**config.mk**
```make
export PLATFORM = sky130hd
export DESIGN_NAME = pe_serializer
export DESIGN_NICKNAME = d
export VERILOG_FILES = /design/src/rtl/pe_ser_pkg.sv /design/src/rtl/ser_lane.sv /design/src/rtl/ser_interleave.sv /design/src/rtl/ser_post_tap.sv /design/src/rtl/pe_serializer.sv
export SDC_FILE = /design/constraint.sdc
export NUM_CORES = 1
export LEC_CHECK = 0
export ABC_AREA = 1
export ABC_CLOCK_PERIOD_IN_PS = 1100
export BUFFER_PORTS_ARGS = -buffer_cell sky130_fd_sc_hd__buf_2
export CORE_AREA = 10 10 47 49
export DETAILED_ROUTE_END_ITERATION = 6
export DIE_AREA = 0 0 57 59
export GPL_TIMING_DRIVEN = 0
export SYNTH_ARGS = -nofsm -noshare
export SYNTH_HDL_FRONTEND = slang
export SYNTH_SLANG_ARGS = --single-unit
```
**constraint.sdc**
```tcl
create_clock -name clk -period 1.1 [get_ports clk]
set_clock_uncertainty 0.05 [all_clocks]
set_input_delay 0.055 -clock clk [delete_from_list [all_inputs] [get_ports clk]]
set_output_delay 0.055 -clock clk [all_outputs]
set_load 0.1 [all_outputs]
```
**src/rtl/pe_ser_pkg.sv**
```systemverilog
package pe_ser_pkg;

    localparam int unsigned WORD_W_DEF = 10;
    localparam int unsigned LANE_CNT   = 2;

    typedef enum logic {
        PH_EVEN = 1'b0,
        PH_ODD  = 1'b1
    } phase_e;

    typedef struct packed {
        logic odd_head;
        logic even_head;
    } lane_heads_t;

    function automatic int unsigned lane_depth(input int unsigned word_w);
        return word_w / LANE_CNT;
    endfunction

    function automatic phase_e next_phase(input phase_e cur, input logic restart);
        if (restart) begin
            return PH_EVEN;
        end
        return (cur == PH_EVEN) ? PH_ODD : PH_EVEN;
    endfunction

endpackage

```
**src/rtl/ser_lane.sv**
```systemverilog
module ser_lane #(
    parameter int unsigned WORD_W = 10,
    parameter int unsigned LANE   = 0
) (
    input  logic              clk,
    input  logic              rst,
    input  logic              load,
    input  logic              advance,
    input  logic [WORD_W-1:0] word_in,
    output logic              head
);
    localparam int unsigned DEPTH = pe_ser_pkg::lane_depth(WORD_W);

    logic [DEPTH-1:0] sr_q;
    logic [DEPTH-1:0] pick;

    always_comb begin
        for (int i = 0; i < DEPTH; i++) begin
            pick[i] = word_in[pe_ser_pkg::LANE_CNT * i + LANE];
        end
    end

    always_ff @(posedge clk) begin
        if (rst) begin
            sr_q <= '0;
        end else if (load) begin
            sr_q <= pick;
        end else if (advance) begin
            sr_q <= {1'b0, sr_q[DEPTH-1:1]};
        end
    end

    assign head = sr_q[0];

endmodule

```
**src/rtl/ser_interleave.sv**
```systemverilog
module ser_interleave
    import pe_ser_pkg::*;
(
    input  logic        clk,
    input  logic        rst,
    input  logic        load,
    input  lane_heads_t heads,
    output phase_e      phase,
    output logic        serial_out
);
    phase_e phase_q;

    always_ff @(posedge clk) begin
        if (rst) begin
            phase_q <= PH_EVEN;
        end else begin
            phase_q <= next_phase(phase_q, load);
        end
    end

    assign phase      = phase_q;
    assign serial_out = (phase_q == PH_ODD) ? heads.odd_head : heads.even_head;

endmodule

```
**src/rtl/ser_post_tap.sv**
```systemverilog
module ser_post_tap (
    input  logic clk,
    input  logic rst,
    input  logic main_bit,
    output logic post_bit
);
    always_ff @(posedge clk) begin
        if (rst) begin
            post_bit <= 1'b1;
        end else begin
            post_bit <= ~main_bit;
        end
    end

endmodule

```
**src/rtl/pe_serializer.sv**
```systemverilog
module pe_serializer
    import pe_ser_pkg::*;
#(
    parameter int unsigned WORD_W = WORD_W_DEF
) (
    input  logic              clk,
    input  logic              rst,
    input  logic              load,
    input  logic [WORD_W-1:0] word_in,
    output logic              main_bit,
    output logic              post_bit
);
    phase_e            phase_q;
    lane_heads_t       heads;
    logic [LANE_CNT-1:0] lane_head;
    logic [LANE_CNT-1:0] lane_adv;

    generate
        for (genvar l = 0; l < LANE_CNT; l++) begin : g_lane
            assign lane_adv[l] = (phase_q == phase_e'(l));
            ser_lane #(
                .WORD_W (WORD_W),
                .LANE   (l)
            ) u_lane (
                .clk     (clk),
                .rst     (rst),
                .load    (load),
                .advance (lane_adv[l]),
                .word_in (word_in),
                .head    (lane_head[l])
            );
        end
    endgenerate

    assign heads.even_head = lane_head[0];
    assign heads.odd_head  = lane_head[1];

    ser_interleave u_mux (
        .clk        (clk),
        .rst        (rst),
        .load       (load),
        .heads      (heads),
        .phase      (phase_q),
        .serial_out (main_bit)
    );

    ser_post_tap u_post (
        .clk      (clk),
        .rst      (rst),
        .main_bit (main_bit),
        .post_bit (post_bit)
    );

endmodule

```
==> metrics.cfg, run 1 <==
[clock_network]
cts_buffers = 3
cts_tree = built
cts_buffer_depth = 2
clk_latency_ns = 0.27
clk_pin_slew_ns = 0.08
cts.sinks = 12
clock_tree.root_cell = clkbuf_4
ctsHtreeMaxLevel = 1

[synthesis]
synth_commonest_cells = nand2_1, nand3_1, dfxtp_1
yosys.area.top_type_share = 0.460
netlist_instances = 76
syn_nets = 89
syn-cell-area_um2 = 522
synthMostInstantiatedCell = nand2_1
synth_edf_count = 0
ys_async_sr_fraction = 0
synth-seq-area-share = 0.460
avgSynthCellArea_um2 = 6.87
synth.area.top_cells = dfxtp_1, nand2_1, nand3_1, inv_1, buf_6
synth_flop_cell = dfxtp_1
yosys_warnings = 0
synth_seq_cells = 12
synth_area_leader_cell = dfxtp_1
synth_cell_types = 12

[setup_path]
reg2regPathDepth = 6
arrival_ns = 1.08
regToRegSetupSlack_ns = 0.08
worst_setup_path_start_kind = flip-flop
crit_path_max_fanout = 3
cp.required_ns = 1.00
r2r_end = g_lane[1].u_lane.sr_q[0]$_SDFFE_PP0P_
path_class = reg -> out
cp-end-kind = output port
r2r-start = u_mux.phase$_SDFF_PP0_

[routing]
vias_per_cell = 4.64
first_pass_iters = 4
wl_um = 1240
num_vias = 534
drt-wirelength-per-cell_um = 10.8
ant_nets = 0
drt_iter0_drc = 2
drc = 0

[power]
peakVddDrop_mv = 0.774
power.switching_uw = 266
p_clk_frac = 0.356
internal-power_uw = 732
p_sw_frac = 0.267
combPwrFrac = 0.173
p_seq_frac = 0.471
p_per_area_nw_per_um2 = 1360
p_leak_nw = 0.387

[worst_hold_path]
hp-start = word_in[2]
hold_path_depth = 5
hp-class = in -> reg
whs_endpoint = g_lane[0].u_lane.sr_q[1]$_SDFFE_PP0P_

[cells_and_area]
syn_to_final_growth_pct = 40.3
final_nets = 113
antenna_cells = 0
fill_cells = 151
drive_above_1_share = 0.283
finalNonFillerCells = 115
stdcell_area_um2 = 732

[timing]
relSlewSlack = 0.815
holdWs_ns = 0.0205
slew_viol_final = 0
fmax_mhz = 841
worst_pin_slew_ns = 0.275
finalCriticalPeriod_ns = 1.19
layout_setup_ws_ns = -0.0896
fin_crit_sh = 1.08
report.final.hold_viol_count = 0
grt_setup_unrepaired = yes
finalSetupViolations = 1

[global_route]
grt_overflow = 0
grt_antenna_before_repair = 0
grt_max_degree = 11
grt_pass1_wl_um = 2110
grt.total_usage = 0.0772
first_global_vias = 535

[floorplanning]
die_y_um = 59
die_w_um = 57
placementRows = 14
io_pins = 15
start_util = 0.372
core_um2 = 1400
die_area_um2 = 3360

[placement]
dp_cells = 106
dp_hpwl_um = 877
gp_congestion = 0.692
port-buffer-count = 14
placed_area_um2 = 621

[run_status]
outcome = finished with violations
violations = setup timing

[flow_run]
max_cap_viol_count = 0

## cell usage in the layout (no fill, tap or decap), drive strengths merged
cell,synthesis,final
a21oi,2,2
nor3,1,1
nand2,29,29
inv,10,10
buf,2,18
dlygate4sd3,0,3
clkinv,1,1
nand3,17,17
nor2,1,1
dfxtp,12,12
clkbuf,0,4
o21ai,1,1
## through the flow
step                      power (mW)  setup slack, ns  setup TNS (ns)  utilization
after floorplan                0.581           -0.104          -0.104            -
after global placement         0.624           -0.202          -0.202        0.443
after detailed placement       0.628           -0.209          -0.209        0.443
after CTS                       1.01           -0.127          -0.360        0.519
after global routing            1.05           -0.122          -0.138        0.522
final                          0.998          -0.0896         -0.0896        0.522
## metal layers
metal / vias to the layer above / global-route usage / share of wire / wire length [um]
li1: 283 / - / - / -
met1: 238 / 0.0755 / 0.43 / 526
met2: 11 / 0.132 / 0.51 / 633
met3: 2 / 0.0258 / 0.053 / 65
met4: 0 / 0.0604 / 0.0089 / 11
met5: - / 0 / 0 / 0
## critical path, cell delays in order (launching register included)
cell     delay [ns]
dfxtp_4        0.35
buf_6          0.12
o21ai_4        0.15
buf_12         0.19
## power groups by stage
stage	sequential, mW	combinational (mW)	clock, mW
4_1_cts	0.470	0.171	0.370
5_1_grt	0.472	0.189	0.386
6_report	0.470	0.173	0.355
2_1_floorplan	0.492	0.0893	0
3_5_place_dp	0.484	0.144	0
3_3_place_gp	0.483	0.141	0
## cell type report
cell class / instances / area, um^2 / area share
Timing Repair Buffer: 19 / 136 / 0.186
Multi-Input combinational cell: 51 / 236 / 0.323
Buffer: 2 / 16.3 / 0.0222
Inverter: 11 / 41.3 / 0.0564
Tap cell: 16 / 20.0 / 0.0274
Clock buffer: 4 / 36.3 / 0.0496
Sequential cell: 12 / 245 / 0.335
## state kept, by name, summed over array words and instances, names as in the netlist
name                count
g_lane.u_lane.sr_q     10
u_mux.phase             1
u_post.post_bit         1
## what timing repair did
item / in CTS / in global routing
hold endpoints to repair: 3 / 0
gates resized for setup: 8 / 1
buffers inserted: 2 / 0
cloned: 0 / 0
pin swaps: 1 / 1
hold buffers: 3 / 0
setup endpoints to repair: 2 / 10
## worst max path at each step
stage,startpoint,end,slack (ns),depth (start not counted)
after detailed placement,u_mux.phase$_SDFF_PP0_,main_bit,-0.21,4
after CTS,u_mux.phase$_SDFF_PP0_,main_bit,-0.13,3
after global placement,u_mux.phase$_SDFF_PP0_,main_bit,-0.20,4
final,u_mux.phase$_SDFF_PP0_,main_bit,-0.09,3
after floorplan,g_lane[0].u_lane.sr_q[0]$_SDFFE_PP0P_,u_post.post_bit$_SDFF_PP1_,-0.10,3
after global routing,u_mux.phase$_SDFF_PP0_,main_bit,-0.12,3
## logic make-up (layout without fill, tap and decap cells)
family / Yosys count / after routing / synth area share
DFF: 12 / 12 / 0.460
buffers and inverters: 13 / 36 / 0.110
AOI/OAI and AO/OA: 3 / 3 / 0.0360
and+or+nand+nor: 48 / 48 / 0.393
Power figures use the tool's default switching activity.
==> run 2, diff against run 1 <==
--- a/config.mk
+++ b/config.mk
@@ -12,6 +12,7 @@
 export DETAILED_ROUTE_END_ITERATION = 6
 export DIE_AREA = 0 0 57 59
 export GPL_TIMING_DRIVEN = 0
+export REMOVE_ABC_BUFFERS = 1
 export SYNTH_ARGS = -nofsm -noshare
 export SYNTH_HDL_FRONTEND = slang
 export SYNTH_SLANG_ARGS = --single-unit
==> metrics.cfg, run 2 (synthesis gave the netlist of run 1 again) <==
[global_route]
grt.total_usage = 0.0788  ; +0.00160
grt_antenna_before_repair = 0  ; unchanged
first_global_vias = 534  ; -0.19%
grt_overflow = 0  ; unchanged
grt_max_degree = 14  ; +3
grt_pass1_wl_um = 2150  ; +1.6%

[timing]
tns_ns = -0.0403  ; +0.0493 ns
report.final.hold_viol_count = 0  ; unchanged
layout_setup_ws_ns = -0.0403  ; +0.0493 ns
fmax_mhz = 877  ; +4.3%
worst_pin_slew_ns = 0.260  ; -0.0157 ns
fin_crit_sh = 1.04  ; -0.0448
finalCriticalPeriod_ns = 1.14  ; -0.0493 ns
finalSetupViolations = 1  ; unchanged
grt_setup_unrepaired = yes
slew_viol_final = 0  ; unchanged
relSlewSlack = 0.826  ; +0.0106

[clock_network]
clk_pin_slew_ns = 0.07  ; about the same
clock_tree.root_cell = clkbuf_4
cts_buffers = 3  ; unchanged
cts_buffer_depth = 2  ; unchanged
cts.sinks = 12  ; unchanged
cts_tree = built
ctsHtreeMaxLevel = 1  ; unchanged
clk_latency_ns = 0.27  ; about the same

[worst_hold_path]
whs_endpoint = g_lane[1].u_lane.sr_q[3]$_SDFFE_PP0P_
hp-start = word_in[7]
hp-class = in -> reg
hold_path_depth = 5  ; unchanged

[routing]
drt-wirelength-per-cell_um = 10.7  ; -0.86%
drc = 0  ; unchanged
num_vias = 526  ; -1.5%
wl_um = 1210  ; -2.6%
ant_nets = 0  ; unchanged
drt_iter0_drc = 5  ; +3
first_pass_iters = 4  ; unchanged
vias_per_cell = 4.65  ; +0.25%

[floorplanning]
io_pins = 15  ; unchanged
placementRows = 14  ; unchanged
die_area_um2 = 3360  ; unchanged
die_y_um = 59  ; unchanged
die_w_um = 57  ; unchanged
start_util = 0.372  ; unchanged
core_um2 = 1400  ; unchanged

[placement]
port-buffer-count = 14  ; unchanged
place_ws_ns = -0.257  ; -0.0481 ns
gp_congestion = 0.701  ; +1.3%
dp_hpwl_um = 794  ; -9.4%
dp_cells = 104  ; -1.9%
placed_area_um2 = 596  ; -4.0%

[setup_path]
worst_setup_path_start_kind = flip-flop
regToRegSetupSlack_ns = 0.16  ; +0.08 ns
r2r-start = u_mux.phase$_SDFF_PP0_
cp-end-kind = output port
crit_path_max_fanout = 7  ; +4
reg2regPathDepth = 5  ; -1
path_class = reg -> out
r2r_end = g_lane[0].u_lane.sr_q[0]$_SDFFE_PP0P_
cp.required_ns = 1.00  ; about the same
arrival_ns = 1.04  ; -0.04 ns

[run_status]
outcome = finished with violations
violations = setup timing

[power]
p_sw_frac = 0.284  ; +0.0174
combPwrFrac = 0.179  ; +0.006
power.switching_uw = 260  ; -2.5%
p_seq_frac = 0.521  ; +0.050
peakVddDrop_mv = 0.639  ; -17%
p_per_area_nw_per_um2 = 1280  ; -6.0%
p_leak_nw = 0.385  ; -0.29%
internal-power_uw = 654  ; -11%
p_clk_frac = 0.300  ; -0.056

[cells_and_area]
layout_commonest_cell = nand2_1
final_cell_mix = nand2_1, nand3_1, buf_2
largest_register_ffs = 10  ; unchanged
final_nets = 112  ; -0.88%
stdcell_area_um2 = 713  ; -2.6%
finalNonFillerCells = 113  ; -1.7%
final_core_util = 0.509  ; -0.0134
antenna_cells = 0  ; unchanged
syn_to_final_growth_pct = 36.7
regMostFlops = g_lane.u_lane.sr_q
drive_above_1_share = 0.278  ; -0.00448

[flow_run]
max_cap_viol_count = 0  ; unchanged

-- run 2: power groups by stage --
stage | registers, mW | logic [mW] | clock network [mW]
6_report | 0.476 | 0.164 | 0.274
5_1_grt | 0.479 | 0.183 | 0.299
4_1_cts | 0.475 | 0.163 | 0.280
3_5_place_dp | 0.486 | 0.128 | 0
3_3_place_gp | 0.486 | 0.127 | 0
2_1_floorplan | 0.494 | 0.0743 | 0
-- run 2: worst max path at each step --
stage	slack, ns	cells after the start	from	to
floorplan	-0.48	2	u_mux.phase$_SDFF_PP0_	u_post.post_bit$_SDFF_PP1_
detailed placement	-0.26	3	u_mux.phase$_SDFF_PP0_	main_bit
CTS	-0.02	3	u_mux.phase$_SDFF_PP0_	main_bit
global route	-0.08	3	u_mux.phase$_SDFF_PP0_	main_bit
finish	-0.04	3	u_mux.phase$_SDFF_PP0_	main_bit
global placement	-0.24	3	u_mux.phase$_SDFF_PP0_	main_bit
-- run 2: worst max-delay path, cell delays in order (launching register included) --
cell     delay (ns)
dfxtp_4        0.42
nand2_4        0.06
o21ai_4        0.08
buf_12         0.19
-- run 2: stage by stage --
step / power, mW / hold slack, ns
3_5_place_dp: 0.614 / 0.222
5_1_grt: 0.961 / 0.0376
3_3_place_gp: 0.613 / 0.217
6_report: 0.914 / 0.0176
4_1_cts: 0.918 / 0.0173
2_1_floorplan: 0.568 / 0.0741
-- run 2: timing repair --
| action | in CTS | in global routing |
|---|---|---|
| buffers inserted | 3 | 0 |
| endpoints found under the setup margin | 11 | 10 |
| resized for setup | 12 | 1 |
| hold endpoints to repair | 3 | 0 |
| pin swaps | 2 | 0 |
| hold buffers | 3 | 0 |
-- run 2: layer usage --
| layer | vias to the layer above | GRT usage | part of all wire | wire (um) |
|---|---|---|---|---|
| met5 | - | 0 | 0 | 0 |
| met4 | 0 | 0.0503 | 0.030 | 36 |
| met3 | 5 | 0.0193 | 0.025 | 30 |
| li1 | 282 | - | - | - |
| met1 | 229 | 0.0823 | 0.44 | 530 |
| met2 | 10 | 0.138 | 0.50 | 606 |
-- run 2: cell type report --
| class | instances | area, um^2 |
|---|---|---|
| fill | 154 | 688 |
| timing repair buffer | 20 | 140 |
| clock buffer | 3 | 22.5 |
| inverter | 11 | 41.3 |
| tap | 16 | 20.0 |
| sequential | 12 | 245 |
| multi-input combinational | 51 | 244 |
